`src/rtl/vmon_pkg.sv`:
```
package vmon_pkg;

  localparam int REG_W    = 8;
  localparam int POS_FLAG = 7;
  localparam int POS_ACK  = 6;
  localparam int POS_IE   = 5;
  localparam int POS_RE   = 4;
  localparam int POS_SE   = 3;
  localparam int POS_DE   = 2;
  localparam int POS_RSV  = 1;
  localparam int POS_BG   = 0;

  // protected group ordering {reset en, stop en, detect en}
  localparam int ONCE_W = 3;
  localparam logic [ONCE_W-1:0] ONCE_RST = 3'b111;
  // free group ordering {irq en, bandgap en}
  localparam int FREE_W = 2;
  localparam logic [FREE_W-1:0] FREE_RST = 2'b00;

  function automatic logic flag_next(input logic cur, input logic set, input logic clr);
    if (set)      return 1'b1;
    else if (clr) return 1'b0;
    else          return cur;
  endfunction

  function automatic logic [ONCE_W-1:0] once_of(input logic [REG_W-1:0] d);
    return {d[POS_RE], d[POS_SE], d[POS_DE]};
  endfunction

  function automatic logic [FREE_W-1:0] free_of(input logic [REG_W-1:0] d);
    return {d[POS_IE], d[POS_BG]};
  endfunction

  function automatic logic [REG_W-1:0] pack_read(input logic flag,
                                                 input logic [ONCE_W-1:0] prot,
                                                 input logic [FREE_W-1:0] free);
    logic [REG_W-1:0] r;
    r           = '0;
    r[POS_FLAG] = flag;
    r[POS_IE]   = free[1];
    r[POS_RE]   = prot[2];
    r[POS_SE]   = prot[1];
    r[POS_DE]   = prot[0];
    r[POS_BG]   = free[0];
    return r;
  endfunction

endpackage

```
`src/rtl/vmon_lock.sv`:
```
module vmon_lock (
  input  logic clk,
  input  logic rst_n,
  input  logic wr_en,
  output logic open_o,
  output logic first_wr_o
);
  logic used_q;

  always_ff @(posedge clk or negedge rst_n) begin
    if (!rst_n)     used_q <= 1'b0;
    else if (wr_en) used_q <= 1'b1;
  end

  assign open_o     = ~used_q;
  assign first_wr_o = wr_en & ~used_q;
endmodule

```
`src/rtl/vmon_field.sv`:
```
module vmon_field #(
  parameter int              W    = 2,
  parameter logic [W-1:0]    RST  = '0,
  parameter bit              ONCE = 1'b0
) (
  input  logic         clk,
  input  logic         rst_n,
  input  logic         wr_en,
  input  logic         open_i,
  input  logic [W-1:0] wdata,
  output logic [W-1:0] q
);
  logic gate;
  logic load;

  assign gate = ONCE ? open_i : 1'b1;
  assign load = wr_en & gate;

  always_ff @(posedge clk or negedge rst_n) begin
    if (!rst_n)    q <= RST;
    else if (load) q <= wdata;
  end
endmodule

```
`src/rtl/vmon_flag.sv`:
```
module vmon_flag (
  input  logic clk,
  input  logic rst_n,
  input  logic det_i,
  input  logic det_en_i,
  input  logic ack_i,
  output logic flag_q,
  output logic set_ev_o,
  output logic clr_ev_o
);
  import vmon_pkg::*;

  assign set_ev_o = det_i & det_en_i;
  assign clr_ev_o = ack_i & ~set_ev_o;

  always_ff @(posedge clk or negedge rst_n) begin
    if (!rst_n) flag_q <= 1'b0;
    else        flag_q <= flag_next(flag_q, set_ev_o, ack_i);
  end
endmodule

```
`src/rtl/vmon_ctrl_reg.sv`:
```
module vmon_ctrl_reg (
  input  logic       clk,
  input  logic       rst_n,
  input  logic       wr_en,
  input  logic [7:0] wr_data,
  input  logic       det_in,
  output logic [7:0] rd_data,
  output logic       irq_o,
  output logic       rst_req_o,
  output logic       stop_en_o,
  output logic       det_en_o,
  output logic       bgbuf_en_o
);
  import vmon_pkg::*;

  // named internal events, visible to the checker
  logic                 lock_open;
  logic                 first_wr;
  logic                 ack_wr;
  logic                 det_ev;
  logic                 clr_ev;
  logic                 flag;
  logic [ONCE_W-1:0]    prot;
  logic [FREE_W-1:0]    free;
  logic                 ie;

  assign ack_wr = wr_en & wr_data[POS_ACK];

  vmon_lock u_lock (
    .clk        (clk),
    .rst_n      (rst_n),
    .wr_en      (wr_en),
    .open_o     (lock_open),
    .first_wr_o (first_wr)
  );

  vmon_field #(.W(ONCE_W), .RST(ONCE_RST), .ONCE(1'b1)) u_prot (
    .clk    (clk),
    .rst_n  (rst_n),
    .wr_en  (wr_en),
    .open_i (lock_open),
    .wdata  (once_of(wr_data)),
    .q      (prot)
  );

  vmon_field #(.W(FREE_W), .RST(FREE_RST), .ONCE(1'b0)) u_free (
    .clk    (clk),
    .rst_n  (rst_n),
    .wr_en  (wr_en),
    .open_i (1'b1),
    .wdata  (free_of(wr_data)),
    .q      (free)
  );

  vmon_flag u_flag (
    .clk      (clk),
    .rst_n    (rst_n),
    .det_i    (det_in),
    .det_en_i (prot[0]),
    .ack_i    (ack_wr),
    .flag_q   (flag),
    .set_ev_o (det_ev),
    .clr_ev_o (clr_ev)
  );

  assign ie         = free[1];
  assign rd_data    = pack_read(flag, prot, free);
  assign irq_o      = flag & ie;
  assign rst_req_o  = det_ev & prot[2];
  assign stop_en_o  = prot[1];
  assign det_en_o   = prot[0];
  assign bgbuf_en_o = free[0];
endmodule

```
`config.mk`:
```
export PLATFORM = sky130hd
export DESIGN_NAME = vmon_ctrl_reg
export DESIGN_NICKNAME = d
export VERILOG_FILES = /design/src/rtl/vmon_pkg.sv /design/src/rtl/vmon_lock.sv /design/src/rtl/vmon_field.sv /design/src/rtl/vmon_flag.sv /design/src/rtl/vmon_ctrl_reg.sv
export SDC_FILE = /design/constraint.sdc
export NUM_CORES = 1
export LEC_CHECK = 0
export CORE_AREA = 2 2 39 41
export DETAILED_ROUTE_END_ITERATION = 7
export DIE_AREA = 0 0 41 43
export PLACE_DENSITY = 0.66
export RECOVER_POWER = 100
export SYNTH_ARGS = -nofsm -noshare
export SYNTH_HDL_FRONTEND = slang
export SYNTH_SLANG_ARGS = --single-unit
export TNS_END_PERCENT = 30
```
`constraint.sdc`:
```
create_clock -name clk -period 1.75 [get_ports clk]
set_input_delay 0.175 -clock clk [delete_from_list [all_inputs] [get_ports clk]]
set_output_delay 0.175 -clock clk [all_outputs]
set_load 0.03 [all_outputs]
```
---- After elaboration in Yosys (flattened, before gate mapping) ----
Cells that the tools add are included.
storage, ports and cells
  register bits after elaboration ......... 7
  input port bits ......................... 12
  output and inout bits ................... 13
  logic and storage cells ................. 13
operators by class
  mux-type cells .......................... 2
  bitwise logic cells ..................... 6
  reduce and logical (&&, ||, !) cells .... 1
operators with widths
  cell                number
  bitwise AND 1 bit   5
  2-to-1 mux 1 bit    2
  nonzero test 2 bit  1
  inverter 1 bit      1

---- Longest topological paths before layout ----
  word-level depth ........................ 3
  gate-level depth with buffers ........... 2

---- By module ----
A second synthesis with hierarchy kept.
second synthesis, totals
  cell total of the unflattened synthesis .. 32
  area, all modules ....................... 362.8 um2
by module, submodules not included
  module                times used  cells an instance  area an instance (um2)  seq. area each (um2)
  vmon_field at u_prot  1           7                  130.1                   78.8
  vmon_field at u_free  1           4                  72.6                    50.0
  vmon_ctrl_reg         1           11                 71.3                    0.0
  vmon_flag             1           6                  47.5                    25.0
  vmon_lock             1           4                  41.3                    25.0

---- Worst setup path after synthesis ----
Ideal clock, no wire load.
  kind .................................... register -> output
  start point ............................. register u_prot.q[0]
  end point ............................... output port rst_req_o
  arrival ................................. 0.982 ns
  data required time ...................... 1.575 ns
  path slack .............................. 0.593 ns
  cell stages (with the launch flop) ...... 2
  cell sequence ........................... dfstp_2 -> and3_1
between the ends
  cells in the longest elaborated chain, start to end .. 2
ends and longest elaborated chain
  element                   RTL line             source
  start: declaration        vmon_field.sv:11     output logic [W-1:0] q
  start signal: assignment  vmon_field.sv:21     else if (load) q <= wdata;
  bitwise AND 1 bit         vmon_flag.sv:13      assign set_ev_o = det_i & det_en_i;
  bitwise AND 1 bit         vmon_ctrl_reg.sv:69  assign rst_req_o = det_ev & prot[2];
  end: declaration          vmon_ctrl_reg.sv:9   output logic rst_req_o,
Every way passes these cells.

---- Final worst setup path ----
  start point ............................. register u_prot.q[1]
  end point ............................... output port stop_en_o
RTL lines
  element           RTL line             source
  end: declaration  vmon_ctrl_reg.sv:10  output logic stop_en_o,
No word-level cell between the ends.

==> qor.csv <==
stage;metric;value;unit
routing;initial DRC count;1;
layout;layout cells sized above 1;0.2500;
power;P_leak;0.0002223;uW
synth;Synth Area in Simple Gates;0.1103;
routing;drt pass-1 iters;2;
critical_path;Worst R2R Start;u_lock.used_q;
sta;Fin. Hold Viols;0;
sta;unrepaired setup endpoints after global routing;no;
critical_path;crit path max fanout;3;
layout;footprint of the multi-input gates;101.3;sq um
placed_design;Area after DPL;508.0;sq um
routing;final wirelength;560;um
die;# rows;14;
power;register share of total power;0.400;
cts;CTS tree;done;
cts;TritonCTS Buffers;3;
critical_path;Worst setup SP type;register;
synth;Cells after Synth;25;
synth;Syn. warnings;0;
critical_path;Crit path depth;1;
critical_path;r2r worst-path depth;2;
synth;Post-Synth XOR/XNOR Area;0;
power;Psw;147.7;uW
cts;post-CTS setup buffer count;0;
power;clock share of power;0.278;
global_routing;largest net degree at the start of global routing;8;
power;Power Dens Cells;931.8;nW/um^2
die;IO Pins;25;
critical_path;reg-to-reg setup timing slack;0.68;ns
cts;CTS sink count;7;
sta;Max Clk Rate;596.4;MHz
run_status;outcome;finished clean;
placed_design;hpwl dp;482.5;um
synth;Post-Syn Area;329.1;sq um
critical_path;crit path from;u_prot.q[1];
layout;Fillers;149;
critical_path;CP Cell Sequence;dlygate4sd3_1;
routing;vias;241;
die;die outline area;1763;sq um
global_routing;number of global-route vias before repair;211;
synth;post-synthesis adder-cell area fraction;0;
synth;Synth Area in Compound Gates;0.02662;
layout;Layout area overhead;59.70;%
power;Int Power;342.0;uW
global_routing;first-pass GRT wire length;869;um
cts;hold buffers post-CTS;0;
critical_path;Crit path largest cell delay;0.74;ns
die;core area;1384;sq um
layout;commonest non-fill, non-tap cell in the layout;clkdlybuf4s50_1;
layout;post-route cell area;525.5;sq um
routing;Residual DRC;0;
sta;setup TNS;0;ns
cts;cts repair resizes;1;
critical_path;Crit. End Element;output pin;
sta;Tcrit/Tclk final;0.9582;
power;Comb pwr share;0.322;
global_routing;Overflow after GRT;0;
critical_path;crit path DAT;1.50;ns
worst_hold_path;Hold Path Class;input port to asynchronous set/reset pin;
critical_path;crit path to;stop_en_o;
placed_design;gp weighted congestion;0.5541;
sta;final slew viol count;0;
cts;H-Tree Depth;1;
synth;mux share of post-synthesis cell area;0.1711;
critical_path;Required @ worst endpoint;1.57;ns
layout;Layout Nets;57;
synth;Post-Syn Area per Cell;13.16;sq um
synth;Synth cell types;11;
sta;Setup Viol. Count Final;0;
critical_path;reg-to-reg endpoint;u_prot.q[2];
cts;Clock Path Buffers;2;
synth;FF+latch count, synth;7;
cts;CTS clk-pin slew, worst paths;0.05;ns
critical_path;Buf+Inv Stages, Crit Path;1;
critical_path;Crit Path Category;register to output pin;
global_routing;gr usage total;0.07490;
global_routing;initial antenna violation count;0;
layout;Core Util, Final;0.3797;
cts;Clk Latency, worst-skew pair;0.24;ns
sta;min cycle time layout;1.677;ns
layout;Seq. cell area;178.9;sq um
die;Initial Util;0.2378;
sta;Setup Skew;0.002167;ns
power;Sw Ratio;0.3016;
synth;largest family of logic cells by synthesized area;multiplexers;
cts;root buffer cell;clkbuf_4;
routing;vias per cell;4.017;
synth;part of the Yosys area used for sequential elements;0.5437;
routing;Routed Antenna Nets;0;
critical_path;delay-heaviest family, CP;buffers and inverters;
die;die height;43;um
routing;DR WL/cell;9.333;um
power;VDD IR max;0.2868;mV
placed_design;IO Port Bufs;20;
layout;most frequent cells in the layout;clkdlybuf4s50_1, dlygate4sd3_1, mux2_2, dfrtp_1, clkbuf_4;
critical_path;highest-delay cell along the critical path;dlygate4sd3_1;
layout;diode count;0;
flow_run;max-cap viol count;0;
die;Chip Width;41;um
[metrics by stage]
step | power, uW | hold WS [ns] | setup WS [ns] | instances
after floorplan | 305.6 | -0.1206 | 0.5925 | 26
after global placement | 367.9 | 0.4541 | 0.1107 | 56
after detailed placement | 369.8 | 0.4552 | 0.1091 | 56
after CTS | 512.1 | 0.1911 | 0.1047 | 60
after global routing | 521.1 | 0.2690 | 0.03768 | 60
final | 489.7 | 0.2585 | 0.07314 | 60
[layout make-up]
class                      instances  area share
timing repair buffer              20      0.3786
sequential                         7      0.3405
multi-input combinational         13      0.1929
tap                               16     0.03810
clock buffer                       4     0.05000
[metal layers]
layer	global-route usage	routed length (um)	up-vias
li1	-	-	116
met1	0.06931	203	114
met2	0.1250	292	11
met3	0.03665	64	0
met4	0.04000	0	0
met5	0	0	-
[synthesized netlist by cell type (all sizes together)]
cell type | n | area, sq um
and2 | 1 | 6.260
and3 | 1 | 6.260
buf | 6 | 45.04
mux2 | 5 | 56.30
nand2 | 1 | 3.750
dfstp | 3 | 78.83
a22o | 1 | 8.760
conb | 1 | 3.750
dfrtp | 4 | 100.1
nor2b | 1 | 13.76
or2 | 1 | 6.260
[cell families (layout without fill, tap and decap cells)]
kind of cell,after synthesis,after routing
AOI/OAI and AO/OA,1,1
buffers and inverters,6,24
DFF,7,7
muxes,5,5
other,1,2
and+or+nand+nor,5,5
[state kept, by name (all words and copies together) (netlist names)]
name           count
u_free.q           2
u_prot.q           3
u_lock.used_q      1
u_flag.flag_q      1
[worst reg2reg max path: stages, from the launching register on]
cell and delay [ns]:
dfrtp_1 0.37, nor2b_1 0.26, mux2_2 0.37
[worst min path at each step]
| stage | startpoint | endpoint | cells past startpoint |
|---|---|---|---|
| after floorplan | rst_n | u_flag.flag_q | 0 |
| after global routing | rst_n | u_lock.used_q | 1 |
| after CTS | rst_n | u_lock.used_q | 1 |
| after global placement | rst_n | u_flag.flag_q | 1 |
| final | rst_n | u_lock.used_q | 1 |
| after detailed placement | rst_n | u_lock.used_q | 1 |
[power groups by stage]
stage	Combinational, uW	Sequential (uW)	Clock, uW
floorplan	80.1	226	0
global placement	168	200	0
detailed placement	169	201	0
CTS	168	198	145
global route	166	199	156
finish	158	196	136
Note: power is estimated with default switching activity, not from simulation.
